**src/rtl/i2c_be_pkg.sv**
```systemverilog
package i2c_be_pkg;
  typedef enum logic [1:0] {
    CMD_START = 2'b00,
    CMD_STOP  = 2'b01,
    CMD_WRITE = 2'b10,
    CMD_READ  = 2'b11
  } cmd_e;

  typedef enum logic [1:0] {
    ERR_NONE    = 2'b00,
    ERR_TIMEOUT = 2'b01,
    ERR_ARB     = 2'b10
  } err_e;

  typedef enum logic [2:0] {
    ST_IDLE,
    ST_SETUP,
    ST_STRETCH,
    ST_HOLD,
    ST_START_A,
    ST_STOP_A,
    ST_STOP_C
  } state_e;
endpackage

```
**src/rtl/i2c_be_sync.sv**
```systemverilog
module i2c_be_sync #(
  parameter int   STAGES  = 2,
  parameter logic RST_VAL = 1'b1
) (
  input  logic clk_i,
  input  logic rst_ni,
  input  logic d_i,
  output logic q_o
);
  logic [STAGES-1:0] ff_q;

  always_ff @(posedge clk_i or negedge rst_ni) begin
    if (!rst_ni) ff_q <= {STAGES{RST_VAL}};
    else         ff_q <= {ff_q[STAGES-2:0], d_i};
  end

  assign q_o = ff_q[STAGES-1];
endmodule

```
**src/rtl/i2c_be_unit_timer.sv**
```systemverilog
module i2c_be_unit_timer #(
  parameter int UNIT_CYCLES = 250
) (
  input  logic clk_i,
  input  logic rst_ni,
  input  logic restart_i,
  output logic tick_o
);
  localparam int CW = $clog2(UNIT_CYCLES + 1);
  localparam logic [CW-1:0] RELOAD = CW'(UNIT_CYCLES - 1);

  logic [CW-1:0] cnt_q;

  always_ff @(posedge clk_i or negedge rst_ni) begin
    if (!rst_ni)                          cnt_q <= RELOAD;
    else if (restart_i || cnt_q == '0)    cnt_q <= RELOAD;
    else                                  cnt_q <= cnt_q - 1'b1;
  end

  assign tick_o = (cnt_q == '0) && !restart_i;

  unit_range_chk: assert property (@(posedge clk_i) disable iff (!rst_ni)
    cnt_q <= RELOAD);
endmodule

```
**src/rtl/i2c_be_poll_cnt.sv**
```systemverilog
module i2c_be_poll_cnt #(
  parameter int LIMIT = 7000
) (
  input  logic clk_i,
  input  logic rst_ni,
  input  logic clear_i,
  input  logic poll_low_i,
  output logic expired_o
);
  localparam int CW = $clog2(LIMIT + 1);
  localparam logic [CW-1:0] LAST = CW'(LIMIT - 1);
  localparam logic [CW-1:0] MAXV = CW'(LIMIT);

  logic [CW-1:0] cnt_q;

  always_ff @(posedge clk_i or negedge rst_ni) begin
    if (!rst_ni)                          cnt_q <= '0;
    else if (clear_i)                     cnt_q <= '0;
    else if (poll_low_i && cnt_q != MAXV) cnt_q <= cnt_q + 1'b1;
  end

  assign expired_o = poll_low_i && (cnt_q == LAST);


  poll_bound_chk: assert property (@(posedge clk_i) disable iff (!rst_ni)
    cnt_q <= MAXV);
endmodule

```
**src/rtl/i2c_bit_engine.sv**
```systemverilog
module i2c_bit_engine
  import i2c_be_pkg::*;
#(
  parameter int UNIT_CYCLES   = 250,
  parameter int STRETCH_LIMIT = 7000,
  parameter int SYNC_STAGES   = 2
) (
  input  logic       clk_i,
  input  logic       rst_ni,
  input  logic       cmd_valid_i,
  input  logic [1:0] cmd_i,
  input  logic       wr_bit_i,
  input  logic       scl_i,
  input  logic       sda_i,
  output logic       scl_low_o,
  output logic       sda_low_o,
  output logic       busy_o,
  output logic       done_o,
  output logic       rd_bit_o,
  output logic [1:0] err_o,
  output logic       started_o
);
  localparam int NLINES = 2;

  logic [NLINES-1:0] line_raw, line_sync;
  logic scl_s, sda_s;

  assign line_raw = {scl_i, sda_i};

  for (genvar g = 0; g < NLINES; g++) begin : g_sync
    i2c_be_sync #(.STAGES(SYNC_STAGES), .RST_VAL(1'b1)) u_sync (
      .clk_i (clk_i),
      .rst_ni(rst_ni),
      .d_i   (line_raw[g]),
      .q_o   (line_sync[g])
    );
  end

  assign scl_s = line_sync[1];
  assign sda_s = line_sync[0];

  state_e state_q;
  cmd_e   op_q;
  err_e   pend_q, err_q;
  logic   bit_q, started_q, scl_lo_q, sda_lo_q, done_q, rd_q, restart_q;
  logic   tick, expired, poll_low, accept;

  i2c_be_unit_timer #(.UNIT_CYCLES(UNIT_CYCLES)) u_timer (
    .clk_i    (clk_i),
    .rst_ni   (rst_ni),
    .restart_i(restart_q),
    .tick_o   (tick)
  );

  assign poll_low = tick && (state_q == ST_STRETCH) && !scl_s;

  i2c_be_poll_cnt #(.LIMIT(STRETCH_LIMIT)) u_poll (
    .clk_i     (clk_i),
    .rst_ni    (rst_ni),
    .clear_i   (state_q != ST_STRETCH),
    .poll_low_i(poll_low),
    .expired_o (expired)
  );

  assign busy_o = (state_q != ST_IDLE) || done_q;
  assign accept = cmd_valid_i && !busy_o;

  always_ff @(posedge clk_i or negedge rst_ni) begin
    if (!rst_ni) begin
      state_q   <= ST_IDLE;
      op_q      <= CMD_START;
      pend_q    <= ERR_NONE;
      err_q     <= ERR_NONE;
      bit_q     <= 1'b0;
      started_q <= 1'b0;
      scl_lo_q  <= 1'b0;
      sda_lo_q  <= 1'b0;
      done_q    <= 1'b0;
      rd_q      <= 1'b0;
      restart_q <= 1'b0;
    end else begin
      done_q    <= 1'b0;
      restart_q <= 1'b0;
      unique case (state_q)
        ST_IDLE: begin
          if (accept) begin
            op_q   <= cmd_e'(cmd_i);
            bit_q  <= wr_bit_i;
            pend_q <= ERR_NONE;
            unique case (cmd_e'(cmd_i))
              CMD_START: begin
                if (started_q) begin
                  sda_lo_q  <= 1'b0;
                  state_q   <= ST_SETUP;
                  restart_q <= 1'b1;
                end else if (!scl_s || !sda_s) begin
                  err_q  <= ERR_ARB;
                  done_q <= 1'b1;
                end else begin
                  sda_lo_q  <= 1'b1;
                  state_q   <= ST_START_A;
                  restart_q <= 1'b1;
                end
              end
              CMD_STOP: begin
                if (!started_q) begin
                  err_q  <= ERR_NONE;
                  done_q <= 1'b1;
                end else begin
                  sda_lo_q  <= 1'b1;
                  state_q   <= ST_STOP_A;
                  restart_q <= 1'b1;
                end
              end
              CMD_WRITE: begin
                sda_lo_q  <= !wr_bit_i;
                state_q   <= ST_SETUP;
                restart_q <= 1'b1;
              end
              default: begin
                sda_lo_q  <= 1'b0;
                state_q   <= ST_SETUP;
                restart_q <= 1'b1;
              end
            endcase
          end
        end
        ST_SETUP: begin
          if (tick) begin
            scl_lo_q  <= 1'b0;
            state_q   <= ST_STRETCH;
            restart_q <= 1'b1;
          end
        end
        ST_STRETCH: begin
          // SCL seen high wins over expiry on the same poll
          if (tick && scl_s) begin
            state_q   <= ST_HOLD;
            restart_q <= 1'b1;
          end else if (expired) begin
            if (op_q == CMD_STOP) begin
              state_q   <= ST_HOLD;
              restart_q <= 1'b1;
            end else begin
              pend_q    <= ERR_TIMEOUT;
              op_q      <= CMD_STOP;
              sda_lo_q  <= 1'b1;
              state_q   <= ST_STOP_A;
              restart_q <= 1'b1;
            end
          end
        end
        ST_HOLD: begin
          if (tick) begin
            unique case (op_q)
              CMD_WRITE: begin
                if (bit_q && !sda_s) begin
                  started_q <= 1'b0;
                  err_q     <= ERR_ARB;
                end else begin
                  scl_lo_q  <= 1'b1;
                  err_q     <= ERR_NONE;
                end
                done_q  <= 1'b1;
                state_q <= ST_IDLE;
              end
              CMD_READ: begin
                rd_q     <= sda_s;
                scl_lo_q <= 1'b1;
                err_q    <= ERR_NONE;
                done_q   <= 1'b1;
                state_q  <= ST_IDLE;
              end
              CMD_START: begin
                if (!sda_s) begin
                  started_q <= 1'b0;
                  err_q     <= ERR_ARB;
                  done_q    <= 1'b1;
                  state_q   <= ST_IDLE;
                end else begin
                  sda_lo_q  <= 1'b1;
                  state_q   <= ST_START_A;
                  restart_q <= 1'b1;
                end
              end
              default: begin
                sda_lo_q  <= 1'b0;
                state_q   <= ST_STOP_C;
                restart_q <= 1'b1;
              end
            endcase
          end
        end
        ST_START_A: begin
          if (tick) begin
            scl_lo_q  <= 1'b1;
            started_q <= 1'b1;
            err_q     <= ERR_NONE;
            done_q    <= 1'b1;
            state_q   <= ST_IDLE;
          end
        end
        ST_STOP_A: begin
          if (tick) begin
            scl_lo_q  <= 1'b0;
            state_q   <= ST_STRETCH;
            restart_q <= 1'b1;
          end
        end
        ST_STOP_C: begin
          if (tick) begin
            started_q <= 1'b0;
            err_q     <= pend_q;
            done_q    <= 1'b1;
            state_q   <= ST_IDLE;
          end
        end
        default: state_q <= ST_IDLE;
      endcase
    end
  end

  assign scl_low_o = scl_lo_q;
  assign sda_low_o = sda_lo_q;
  assign done_o    = done_q;
  assign rd_bit_o  = rd_q;
  assign err_o     = err_q;
  assign started_o = started_q;


  done_pulse_chk: assert property (@(posedge clk_i) disable iff (!rst_ni)
    done_o |=> !done_o);

  start_lines_chk: assert property (@(posedge clk_i) disable iff (!rst_ni)
    $rose(started_o) |-> (scl_low_o && sda_low_o));

  arb_release_chk: assert property (@(posedge clk_i) disable iff (!rst_ni)
    (done_o && err_o == 2'b10) |-> (!started_o && !scl_low_o && !sda_low_o));

  timeout_release_chk: assert property (@(posedge clk_i) disable iff (!rst_ni)
    (done_o && err_o == 2'b01) |-> (!started_o && !scl_low_o && !sda_low_o));

  idle_stop_chk: assert property (@(posedge clk_i) disable iff (!rst_ni)
    (accept && cmd_i == 2'b01 && !started_o) |=> (done_o && err_o == 2'b00 &&
      $stable(scl_low_o) && $stable(sda_low_o)));
endmodule

```
**config.mk**
```make
export PLATFORM = sky130hd
export DESIGN_NAME = i2c_bit_engine
export DESIGN_NICKNAME = d
export VERILOG_FILES = /design/src/rtl/i2c_be_pkg.sv /design/src/rtl/i2c_be_sync.sv /design/src/rtl/i2c_be_unit_timer.sv /design/src/rtl/i2c_be_poll_cnt.sv /design/src/rtl/i2c_bit_engine.sv
export SDC_FILE = /design/constraint.sdc
export NUM_CORES = 1
export LEC_CHECK = 0
export BUFFER_PORTS_ARGS = -buffer_cell sky130_fd_sc_hd__buf_4
export CORE_ASPECT_RATIO = 0.8
export CORE_UTILIZATION = 54
export CTS_BUF_LIST = sky130_fd_sc_hd__clkbuf_4 sky130_fd_sc_hd__clkbuf_8 sky130_fd_sc_hd__clkbuf_16
export DETAILED_ROUTE_END_ITERATION = 12
export GPL_ROUTABILITY_DRIVEN = 0
export MAX_ROUTING_LAYER = met4
export PLACE_DENSITY = 0.86
export RECOVER_POWER = 50
export REMOVE_ABC_BUFFERS = 1
export SLEW_MARGIN = 0
export SYNTH_ARGS = -nofsm -noshare
export SYNTH_HDL_FRONTEND = slang
export SYNTH_SLANG_ARGS = --single-unit
```
**constraint.sdc**
```tcl
create_clock -name clk_i -period 2.1 [get_ports clk_i]
set_input_delay 0.315 -clock clk_i [delete_from_list [all_inputs] [get_ports clk_i]]
set_output_delay 0.315 -clock clk_i [all_outputs]
set_load 0.02 [all_outputs]
```
==> summary.txt, run 1 <==
Outcome
  • Status: finished, violations left
  • Failing checks: negative setup slack

Yosys
  • Mapped cell area: 2350 sq um
  • Gate Count Post-Synth: 241
  • Yosys top cell area share: 0.319
  • Post-synthesis sequential area ratio: 0.431
  • Async SR Flop Fraction: 1.00
  • EDFF count, synth: 0
  • Distinct cells, synth: 55
  • Area contributors post-synth: dfrtp_1 32%, dfstp_2 11%, ha_1 4.3%
  • Synth Area per Inst: 9.77 sq um
  • Prevailing post-synth register cell: dfrtp_1
  • Yosys reg bits: 40
  • Synth warn: 0
  • Yosys top cell by area: dfrtp_1

Flow run
  • Max-Cap Viols: 0

Placement
  • Post-placement cell count: 319
  • IO buf count: 15
  • DP Wirelength: 3.66 mm

Floorplan
  • Core area: 4180 sq um
  • Die Ht: 61.1 um
  • Die X: 75.8 um
  • IO Pins: 16
  • Starting Density: 0.563
  • Full die area: 4630 sq um
  • Row count: 21

Timing
  • Clock Skew: roughly 0.0071 ns
  • Final Hold Viols: 0
  • Slew HR: 0.352
  • RSZ-0062 raised after global routing: true
  • Final setup margin: -0.0124 ns
  • Min Tclk post-route: 2.11 ns
  • Slew @ Worst Pin: 0.972 ns
  • Final critical-path share of the clock period: 1.01
  • # setup viols final: 1
  • Max Clk Rate: 0.473 GHz
  • Slew Viols, Final: 0

Power
  • Peak VDD IR: 401 uV
  • Lkg Pwr: around 1.2 nW
  • Power per cell area: 505 nW/um^2
  • Total power: 1.40 mW

Worst hold path
  • Worst Hold Class: in2reg

Drt
  • Initial DRC count: about 290
  • Pre-antenna DRT Iters: 5
  • Via count: 2046
  • Antenna violation net count after detailed routing: 0
  • Vias/cell: 6.20
  • DRC Markers: 0
  • Per-cell routed wire length: 16.8 um
  • Total wire length: about 5.5 mm

Layout
  • Most common cell after layout, fill and taps aside: dfrtp_1
  • Area grow syn2layout: 17.8%
  • Post-layout nets: 288
  • Post-route insts no fill: 330
  • Layout cells sized above 1: 0.264
  • Filler cells: 325
  • Commonest cells after routing, fill and taps aside: 30 x dfrtp_1, 28 x buf_4, 19 x nor2_1, 18 x nand2_1, 16 x a21oi_1
  • Diode count: 0

Global route
  • Initial antenna violation count: 0
  • Largest net degree at the start of global routing: 41
  • M3 GR Usage: 0.0491
  • Vias in the first global route: 1774
  • M2 GR Usage: 0.343
  • Met1 GRT Util: 0.376
  • First-pass GRT wire length: 8.36 mm
  • Grt ovf: 0
  • Busiest grt layer: met1
  • Total global-route track usage: 0.255

CTS
  • H-tree depth: 2
  • TritonCTS Buffers: 5
  • Clock Root Buffer: clkbuf_8
  • Clock latency at the later pin of the worst-skew pair: 0.30 ns
  • Clock sink count: 40
  • CTS tree: yes
  • Clock transition at path regs: ~0.08 ns
  • Clock tree buffer depth: 2

Critical path
  • Crit Path Class: reg2reg
  • Critical Path RT: 2.29 ns
  • Largest stage delay, worst path: 0.54 ns
  • Cell family with most CP delay: compound AO/OA/AOI/OAI gates
  • Worst Path Buf+Inv: 0
  • Setup crit start kind: flop
  • Critical-path cell list: or2_2 > o32ai_1 > a211oi_1 > o21ai_1 > mux2_2
  • Crit Path Max Fanout: 11
  • Worst path slowest cell: dfrtp_1
  • Worst EP arrival: 2.30 ns
  • Crit. End Element: flop
==> metal layers <==
metal / wire [um] / vias to the layer above
met5: 0 / -
met4: 107 / 0
met3: 451 / 15
met2: 2430 / 114
met1: 2550 / 979
li1: - / 938
==> power breakdown <==
part           switching [mW]  internal [mW]
clock network           0.265          0.313
registers             0.00732          0.778
logic                  0.0255         0.0115
==> sequential cells by signal, summed over array words and instances, names as in the netlist <==
signal,cells
u_poll.cnt_q,13
u_timer.cnt_q,8
g_sync.u_sync.ff_q,4
state_q,3
err_o,2
op_q,2
bit_q,1
done_o,1
pend_q,1
rd_bit_o,1
restart_q,1
scl_low_o,1
sda_low_o,1
started_o,1
==> final timing paths <==
kind                                     startpoint                  endpoint  slack [ns]  cells past startpoint
max in group asynchronous                    rst_ni           u_poll.cnt_q[2]        0.79                      2
setup reg to reg                         state_q[2]                state_q[2]       -0.01                      5
hold / removal                                sda_i  g_sync[0].u_sync.ff_q[0]        0.12                      1
setup / recovery                         state_q[2]                state_q[2]       -0.01                      5
min in group asynchronous                    rst_ni                 restart_q        0.71                      2
hold reg to reg            g_sync[0].u_sync.ff_q[0]  g_sync[0].u_sync.ff_q[1]        0.36                      0
==> cells in the mapped netlist (all sizes together) (2+ instances only) <==
cell    number
mux2i        3
a21o         2
nor3         8
o211ai       3
and3         6
a211o        2
and4b        4
o31ai        2
nand2       18
nand2b       4
nand3b       3
nor2        19
nor4         5
dfrtp       30
nor3b        3
nor2b        4
ha           8
or4          3
buf          4
mux2         6
o21ai       12
o221ai       3
nand3        8
or3          2
clkbuf       4
and2         2
xnor2        7
a21oi       17
nand4        3
a31oi        5
nor4b        2
inv         12
xor2         6
dfstp       10
==> repair_timing <==
item                                   CTS  global route
hold buffers                             1             0
resized for setup                        0             9
setup endpoints to repair                0             9
endpoints found under the hold margin   16             0
setup buffers                            0             2
==> final cells by class <==
class,count,area (sq um),share of cell area
multi-input combinational,181,1300,0.468
sequential,40,1010,0.366
timing repair buffer,32,240,0.0866
clock buffer,8,104,0.0375
tap,57,71.3,0.0257
inverter,12,45.0,0.0162
==> logic make-up (layout without fill, tap and decap cells) <==
group / Yosys count / after routing / synth area share
AO/OA/AOI/OAI: 53 / 53 / 0.141
AND/OR/NAND/NOR: 98 / 98 / 0.257
XOR/XNOR: 13 / 13 / 0.0484
buffers and inverters: 20 / 52 / 0.0383
adder cells (fa/ha/maj): 8 / 8 / 0.0425
multiplexers: 9 / 9 / 0.0415
flip-flops: 40 / 40 / 0.431
==> metrics by stage <==
stage	hold WS (ns)	setup WS [ns]	instance area [sq um]	util	setup TNS (ns)
floorplan	0.0194	0.138	2310	-	0
global placement	0.319	0.0849	2600	0.622	0
detailed placement	0.324	0.0268	2600	0.622	0
CTS	0.110	0.0215	2710	0.649	0
global route	0.109	-0.0616	2770	0.664	-0.0673
finish	0.119	-0.0124	2770	0.664	-0.0124
Note: power is estimated with default switching activity, not from simulation.
==> inputs of run 2 (changes only) <==
Settings changed: PLACE_DENSITY 0.86 to 0.73, RECOVER_POWER 50 to default, SYNTH_HIERARCHICAL from default to 1.
==> run 2 against run 1 <==
Net effect:
- the flow still finishes with violations (negative setup slack)
- highest routed layer unchanged
- sequential power rose by 0.6%
- first-iteration DRC count fell by 25%
- non-clock buffer count rose by 31
- flip-flop and latch count did not move
- register-to-register slack got worse by 0.79 ns
==> summary.txt, run 2 <==
Outcome
  • Status: finished, violations left
  • Failing checks: negative setup slack

Critical path
  • Worst path slowest cell: or4_4
  • Worst Setup SP: u_timer/cnt_q[1]
  • FF-to-FF Start: u_timer/cnt_q[1]
  • Critical-path cell list: inv_2 > ha_4 > nor3b_4 > nand2_1 > nor2_2 > inv_2 > nor3_4 > nand3_1 > or4_4 > nor2_4 > nor2b_1 > o21ai_1 > o22ai_2 > a311o_1 > mux2_4
  • Crit Path Class: reg2reg
  • Most common cell on crit path: inv_2
  • Critical Path RT: 2.29 ns (about the same)
  • Crit. End Element: flop
  • Setup crit start kind: flop
  • Largest stage delay, worst path: 0.43 ns (-0.11 ns)
  • Worst EP arrival: 3.10 ns (+0.80 ns)
  • Worst Path Buf+Inv: 2 (+2)
  • Crit Path Max Fanout: 2 (-9)
  • Cell family with most CP delay: simple AND/OR/NAND/NOR gates

Floorplan
  • Die Ht: 60.8 um (-0.39%)
  • Die X: 75.5 um (-0.39%)
  • Full die area: 4590 sq um (-0.78%)
  • Row count: 20 (-4.8%)
  • Starting Density: 0.591 (+0.0272)
  • IO Pins: 16 (unchanged)
  • Core area: 3950 sq um (-5.4%)

Yosys
  • Synth warn: 6 (+6)
  • Synth Area per Inst: 9.30 sq um (-4.7%)
  • Distinct cells, synth: 59 (+7.3%)
  • Top-count cell post-synth: dfrtp_1
  • Gate Count Post-Synth: 251 (+4.1%)
  • Prevailing post-synth register cell: dfrtp_1
  • Yosys reg bits: 40 (unchanged)
  • Async SR Flop Fraction: 1.00 (unchanged)
  • Area contributors post-synth: dfrtp_1 32%, dfstp_2 11%, ha_1 4.8%
  • Post-synthesis sequential area ratio: 0.434 (+0.00346)
  • Mapped cell area: 2330 sq um (-0.80%)
  • Synth cell count leaders: 30 x dfrtp_1, 28 x nor2_1, 18 x nand2_1
  • EDFF count, synth: 0 (unchanged)
  • Yosys top cell by area: dfrtp_1
  • Yosys top cell area share: 0.322 (+0.00256)

CTS
  • Clock Root Buffer: clkbuf_8
  • Clock transition at path regs: 0.08 ns (about the same)
  • Clock sink count: 40 (unchanged)
  • CTS tree: yes
  • H-tree depth: 2 (unchanged)
  • TritonCTS Buffers: 5 (unchanged)
  • Clock latency at the later pin of the worst-skew pair: 0.30 ns (about the same)
  • Clock tree buffer depth: 2 (unchanged)

Placement
  • DP Area: 2760 sq um (+6.1%)
  • IO buf count: 15 (unchanged)
  • Pre-CTS WS: -1.27 ns (-1.30 ns)
  • Post-placement cell count: 349 (+9.4%)
  • DP Wirelength: 3.90 mm (+6.8%)

Global route
  • First-pass GRT wire length: 9.28 mm (+11%)
  • Grt ovf: 0 (unchanged)
  • Vias in the first global route: 2011 (+13%)
  • Largest net degree at the start of global routing: 41 (unchanged)
  • Initial antenna violation count: 0 (unchanged)
  • M2 GR Usage: 0.459 (+0.117)
  • Met1 GRT Util: 0.371 (-0.00500)
  • M3 GR Usage: 0.0598 (+0.0107)
  • Busiest grt layer: met2
  • Total global-route track usage: 0.290 (+0.0349)

Layout
  • Max FFs per register: 13 (unchanged)
  • Post-route insts no fill: 367 (+11%)
  • Diode count: 0 (unchanged)
  • Most common cell after layout, fill and taps aside: buf_4
  • Top flop regs: u_poll/cnt_q: 13 flops, u_timer/cnt_q: 8 flops, g_sync.u_sync/ff_q: 4 flops
  • Final Util: 0.788 (+0.124)
  • Biggest register: u_poll/cnt_q
  • Post-layout nets: 328 (+14%)
  • Commonest cells after routing, fill and taps aside: 56 x buf_4, 30 x dfrtp_1, 25 x nor2_1, 17 x nand2_1, 14 x inv_1
  • Area grow syn2layout: 33.4%
  • Final Cell Area: 3120 sq um (+12%)
  • Layout cells sized above 1: 0.372 (+0.108)

Power
  • Power per cell area: 481 nW/um^2 (-4.6%)
  • Total power: 1.50 mW (+7.2%)
  • Peak VDD IR: 467 uV (+16%)
  • Lkg Pwr: 1.48 nW (+26%)

Drt
  • DRC Markers: 0 (unchanged)
  • Total wire length: 5.92 mm (+7.1%)
  • Pre-antenna DRT Iters: 6 (+1)
  • Per-cell routed wire length: 16.1 um (-3.7%)
  • Initial DRC count: 220 (-25%)
  • Vias/cell: 5.90 (-4.9%)
  • Via count: 2165 (+5.8%)
  • Antenna violation net count after detailed routing: 0 (unchanged)

Timing
  • # setup viols final: 21 (+20)
  • Hold Slack: 0.118 ns (-0.00110 ns)
  • RSZ-0062 raised after global routing: true
  • Slew Viols, Final: 0 (unchanged)
  • Clock Skew: 0.00536 ns (-0.00172 ns)
  • Final setup margin: -0.805 ns (-0.792 ns)
  • Final critical-path share of the clock period: 1.38 (+0.377)
  • Slew @ Worst Pin: 0.590 ns (-0.382 ns)
  • Max Clk Rate: 0.344 GHz (-27%)
  • Min Tclk post-route: 2.90 ns (+0.792 ns)
  • Slew HR: 0.606 (+0.254)
  • Final Hold Viols: 0 (unchanged)
  • Final TNS setup: -5.84 ns (-5.83 ns)

Worst hold path
  • Worst Hold Class: in2reg
  • Hold Crit Start: scl_i

Flow run
  • Max-Cap Viols: 0 (unchanged)
-- run 2: cell types whose count changed in the layout (fill, tap and decap cells not counted), sizes merged, moves of 4 or more --
cell	delta
a21oi	-4
and3	-5
buf	+34
clkbuf	-6
inv	+5
nand3	-6
nand4	+5
nor2	+9
o21ai	+5
-- run 2: path summary, 6_finish.rpt --
check | cells after the start | end | slack [ns]
max in group asynchronous | 2 | g_sync[0].u_sync/ff_q[1] | 1.21
min in group asynchronous | 2 | scl_low_o | 0.51
setup / recovery | 15 | state_q[2] | -0.80
setup reg to reg | 15 | state_q[2] | -0.80
hold reg to reg | 0 | g_sync[1].u_sync/ff_q[1] | 0.36
hold / removal | 1 | g_sync[1].u_sync/ff_q[0] | 0.12
-- run 2: power breakdown --
part / switching (mW) / internal, mW / total, mW
Sequential: 0.00792 / 0.782 / 0.790
Combinational: 0.0472 / 0.0278 / 0.0750
Clock: 0.284 / 0.352 / 0.635
Total: 0.339 / 1.16 / 1.50
-- run 2: layer usage --
metal / routed length, um / part of all wire
met5: 0 / 0
met4: 105 / 0.018
met1: 2650 / 0.45
met2: 2760 / 0.47
met3: 412 / 0.070
-- run 2: what timing repair did --
item | CTS | global route
endpoints found under the setup margin | 23 | 22
hold buffers | 1 | 0
pin swaps | 23 | 16
endpoints found under the hold margin | 12 | 0
gates resized for setup | 27 | 14
buffers inserted | 9 | 8
-- run 2: layout make-up --
class                      count  area [sq um]
multi-input combinational    184          1360
sequential                    40          1010
fill                         262           838
timing repair buffer          63           498
clock buffer                   5          68.8
tap                           55          68.8
inverter                      17          63.8
clock inverter                 3          42.5
-- run 2: logic make-up after synthesis --
kind of cell,count (synthesis),share of synthesized area
mux,7,0.0332
xor+xnor,9,0.0338
flops,40,0.434
buf+inv,27,0.0472
simple gates,97,0.231
fa+ha+maj,9,0.0482
compound gates,62,0.173
==> inputs of run 3 (changes only) <==
Settings changed: ABC_AREA from default to 1, CORE_UTILIZATION 54 to 55, PLACE_DENSITY 0.73 to 0.74.
==> run 3 against run 2 <==
Net effect:
- the flow finishes with violations (negative hold slack, negative setup slack)
- first-iteration DRC count rose by 7.7%
- critical path type unchanged
- critical path depth unchanged
- clock skew rose by 0.0027 ns
- die area grew 14%
- global-route usage down 1.8 points
- design area up 4.5%
- fmax is 34% higher
- total power rose by 130%
- highest routed layer unchanged
- clock power decreased by 17%
- setup slack better by 0.74 ns
- non-clock buffer count is 21 lower
==> summary.txt, run 3 <==
Critical path
  • Cells on worst reg2reg path: 15 (unchanged)
  • Crit. End Element: flop
  • Critical-path cell list: inv_2 > ha_4 > nand3_4 > nor3_4 > inv_2 > nor3_4 > nand3_2 > nor4_2 > inv_1 > nand2_2 > nor2_2 > nor3_4 > nand2_2 > nand2_2 > nand2_1
  • Crit Path Class: reg2reg
  • FF-to-FF Start: u_timer/cnt_q[1]
  • Worst path slowest cell: dfrtp_1
  • Reg2Reg Setup Slack: -0.06 ns (+0.74 ns)
  • Critical Path RT: 2.28 ns (about the same)
  • R2r endpoint: state_q[2]
  • Setup crit start kind: flop
  • Crit Path Max Fanout: 4 (+2)
  • Largest stage delay, worst path: 0.40 ns (-0.03 ns)
  • Worst EP arrival: 2.35 ns (-0.75 ns)

Drt
  • Initial DRC count: 237 (+7.7%)
  • Vias/cell: 5.30 (-10%)
  • Per-cell routed wire length: 13.6 um (-16%)
  • DRC Markers: 0 (unchanged)
  • Total wire length: 6.48 mm (+9.3%)
  • Via count: 2533 (+17%)
  • Pre-antenna DRT Iters: 4 (-2)
  • Antenna violation net count after detailed routing: 0 (unchanged)

Power
  • Clk network pwr share: 0.154 (-0.269)
  • Switch Pwr: 1.52 mW (+350%)
  • Lkg Pwr: 1.58 nW (+6.5%)
  • Power per cell area: 1060 nW/um^2 (+120%)
  • Total power: 3.45 mW (+130%)
  • Peak VDD IR: 586 uV (+25%)
  • Reg power frac: 0.317 (-0.210)
  • Switching share of total power: 0.441 (+0.216)
  • Comb power frac: 0.529 (+0.479)
  • Int Power: 1.93 mW (+66%)

Timing
  • Slew Viols, Final: 0 (unchanged)
  • Max Clk Rate: 0.462 GHz (+34%)
  • Clock Skew: 0.00801 ns (+0.00265 ns)
  • Min Tclk post-route: 2.16 ns (-0.742 ns)
  • Final critical-path share of the clock period: 1.03 (-0.353)
  • # setup viols final: 6 (-71%)
  • RSZ-0062 raised after global routing: true
  • Final Hold Viols: 11 (+11)
  • Slew @ Worst Pin: 0.512 ns (-0.0773 ns)
  • Hold Slack: -0.0101 ns (-0.128 ns)
  • Slew HR: 0.658 (+0.0527)
  • Final setup margin: -0.0629 ns (+0.742 ns)

Layout
  • Most common cell after layout, fill and taps aside: nand2_1
  • Max FFs per register: 13 (unchanged)
  • Register area: 1010 sq um (unchanged)
  • Filler cells: 409 (+56%)
  • Area grow syn2layout: 19.1%
  • Commonest cells after routing, fill and taps aside: 106 x nand2_1, 42 x nor2_1, 40 x buf_4, 35 x inv_1, 35 x nand3_1
  • Diode count: 0 (unchanged)
  • Multi-input gate area: 1590 sq um (+17%)
  • Biggest register: u_poll/cnt_q
  • Top flop regs: u_poll/cnt_q: 13 flops, u_timer/cnt_q: 8 flops, g_sync.u_sync/ff_q: 4 flops
  • Layout cells sized above 1: 0.275 (-0.0967)
  • Post-layout nets: 434 (+32%)

CTS
  • Clock Root Buffer: clkbuf_8
  • CTS tree: yes
  • H-tree depth: 2 (unchanged)
  • TritonCTS Buffers: 5 (unchanged)
  • Clock transition at path regs: 0.08 ns (about the same)
  • Clock sink count: 40 (unchanged)
  • Clock tree buffer depth: 2 (unchanged)
  • Clock latency at the later pin of the worst-skew pair: 0.29 ns (about the same)

Yosys
  • Gate Count Post-Synth: 373 (+49%)
  • Synth Area per Inst: 7.33 sq um (-21%)
  • Yosys top cell area share: 0.275 (-0.0468)
  • Yosys reg bits: 40 (unchanged)
  • Prevailing post-synth register cell: dfrtp_1
  • Mapped cell area: 2730 sq um (+17%)
  • EDFF count, synth: 0 (unchanged)
  • Distinct cells, synth: 39 (-34%)
  • Synth cell count leaders: 111 x nand2_1, 43 x nor2_1, 38 x inv_1
  • Synth warn: 6 (unchanged)
  • Async SR Flop Fraction: 1.00 (unchanged)
  • Area contributors post-synth: dfrtp_1 27%, nand2_1 15%, dfstp_2 9.6%
  • Yosys top cell by area: dfrtp_1
  • Post-synthesis sequential area ratio: 0.371 (-0.0632)
  • Top-count cell post-synth: nand2_1

Worst hold path
  • Worst Hold Class: in2async

Global route
  • Grt ovf: 0 (unchanged)
  • Largest net degree at the start of global routing: 41 (unchanged)
  • First-pass GRT wire length: 10.5 mm (+13%)
  • Total global-route track usage: 0.272 (-0.0176)
  • Initial antenna violation count: 0 (unchanged)
  • Vias in the first global route: 2232 (+11%)

Placement
  • Pre-CTS WS: -0.352 ns (+0.923 ns)
  • DP Wirelength: 4.51 mm (+15%)
  • IO buf count: 15 (unchanged)

Floorplan
  • Die X: 80.8 um (+7.0%)
  • IO Pins: 16 (unchanged)
  • Starting Density: 0.584 (-0.00655)
  • Die Ht: 65.0 um (+7.0%)
  • Full die area: 5260 sq um (+14%)
  • Core area: 4680 sq um (+18%)
  • Row count: 22 (+10%)

Outcome
  • Failing checks: negative hold slack, negative setup slack
  • Status: finished, violations left

Flow run
  • Max-Cap Viols: 0 (unchanged)
-- run 3: stage by stage --
| step | cell area [sq um] | TNS, ns | hold slack [ns] | utilization | std cells |
|---|---|---|---|---|---|
| global placement | 3020 | -1.42 | 0.325 | 0.646 | 462 |
| floorplan | 2690 | -9.11 | 0.0194 | - | 368 |
| finish | 3260 | -0.201 | -0.0101 | 0.696 | 478 |
| CTS | 3190 | -0.789 | 0.00709 | 0.681 | 476 |
| global route | 3260 | -1.73 | 0.0324 | 0.696 | 478 |
| detailed placement | 3020 | -2.13 | 0.325 | 0.646 | 462 |
-- run 3: kinds of logic (layout without fill, tap and decap cells) --
kind of cell	Yosys count	count (layout)	synth area share
compound gates	28	28	0.0646
buf+inv	47	92	0.0719
simple gates	247	247	0.445
xor+xnor	2	2	0.00641
flops	40	40	0.371
fa+ha+maj	9	9	0.0412
-- run 3: worst max-delay path by stage --
stage,startpoint,end,slack (ns),cells after the start
3_5_place_dp,u_timer/cnt_q[0],state_q[2],-0.35,15
4_1_cts,u_timer/cnt_q[1],state_q[2],-0.12,15
2_1_floorplan,u_timer/cnt_q[0],state_q[1],-0.85,15
3_3_place_gp,u_timer/cnt_q[1],state_q[0],-0.23,15
5_1_grt,u_timer/cnt_q[1],state_q[0],-0.26,15
6_report,u_timer/cnt_q[1],state_q[2],-0.06,15
-- run 3: critical path: cells and delay by family, from the launching register on --
kind | cells | cell delay (ns)
simple gates | 11 | 1.24
flops | 1 | 0.40
buf+inv | 3 | 0.27
fa+ha+maj | 1 | 0.14
-- run 3: timing repair --
item | 4_1_cts | 5_1_grt
setup buffers | 6 | 3
resized for setup | 8 | 14
pin swaps | 7 | 5
endpoints found under the setup margin | 7 | 8
hold buffers | 0 | 0
hold endpoints to repair | 0 | 0
-- run 3: area by class of cell --
type / count / share of cell area
flip-flops and latches: 40 / 0.311
clock inverters: 2 / 0.00307
multi-input cells: 286 / 0.490
clock buffers: 6 / 0.0254
repair buffers: 42 / 0.0992
inverters: 42 / 0.0484
well taps: 60 / 0.0231
-- run 3: power groups by stage --
| stage | registers [mW] | clock network (mW) | logic, mW |
|---|---|---|---|
| floorplan | 1.18 | 0 | 1.08 |
| finish | 1.09 | 0.530 | 1.83 |
| global route | 1.11 | 0.586 | 2.02 |
| detailed placement | 1.10 | 0 | 1.70 |
| CTS | 1.09 | 0.548 | 1.73 |
| global placement | 1.09 | 0 | 1.68 |
-- run 3: routing by layer --
| metal | vias to the layer above | share of wire | track usage |
|---|---|---|---|
| li1 | 1298 | - | - |
| met1 | 1142 | 0.49 | 0.397 |
| met2 | 87 | 0.43 | 0.370 |
| met3 | 6 | 0.075 | 0.0648 |
| met4 | 0 | 0.010 | 0.0804 |
| met5 | - | 0 | - |
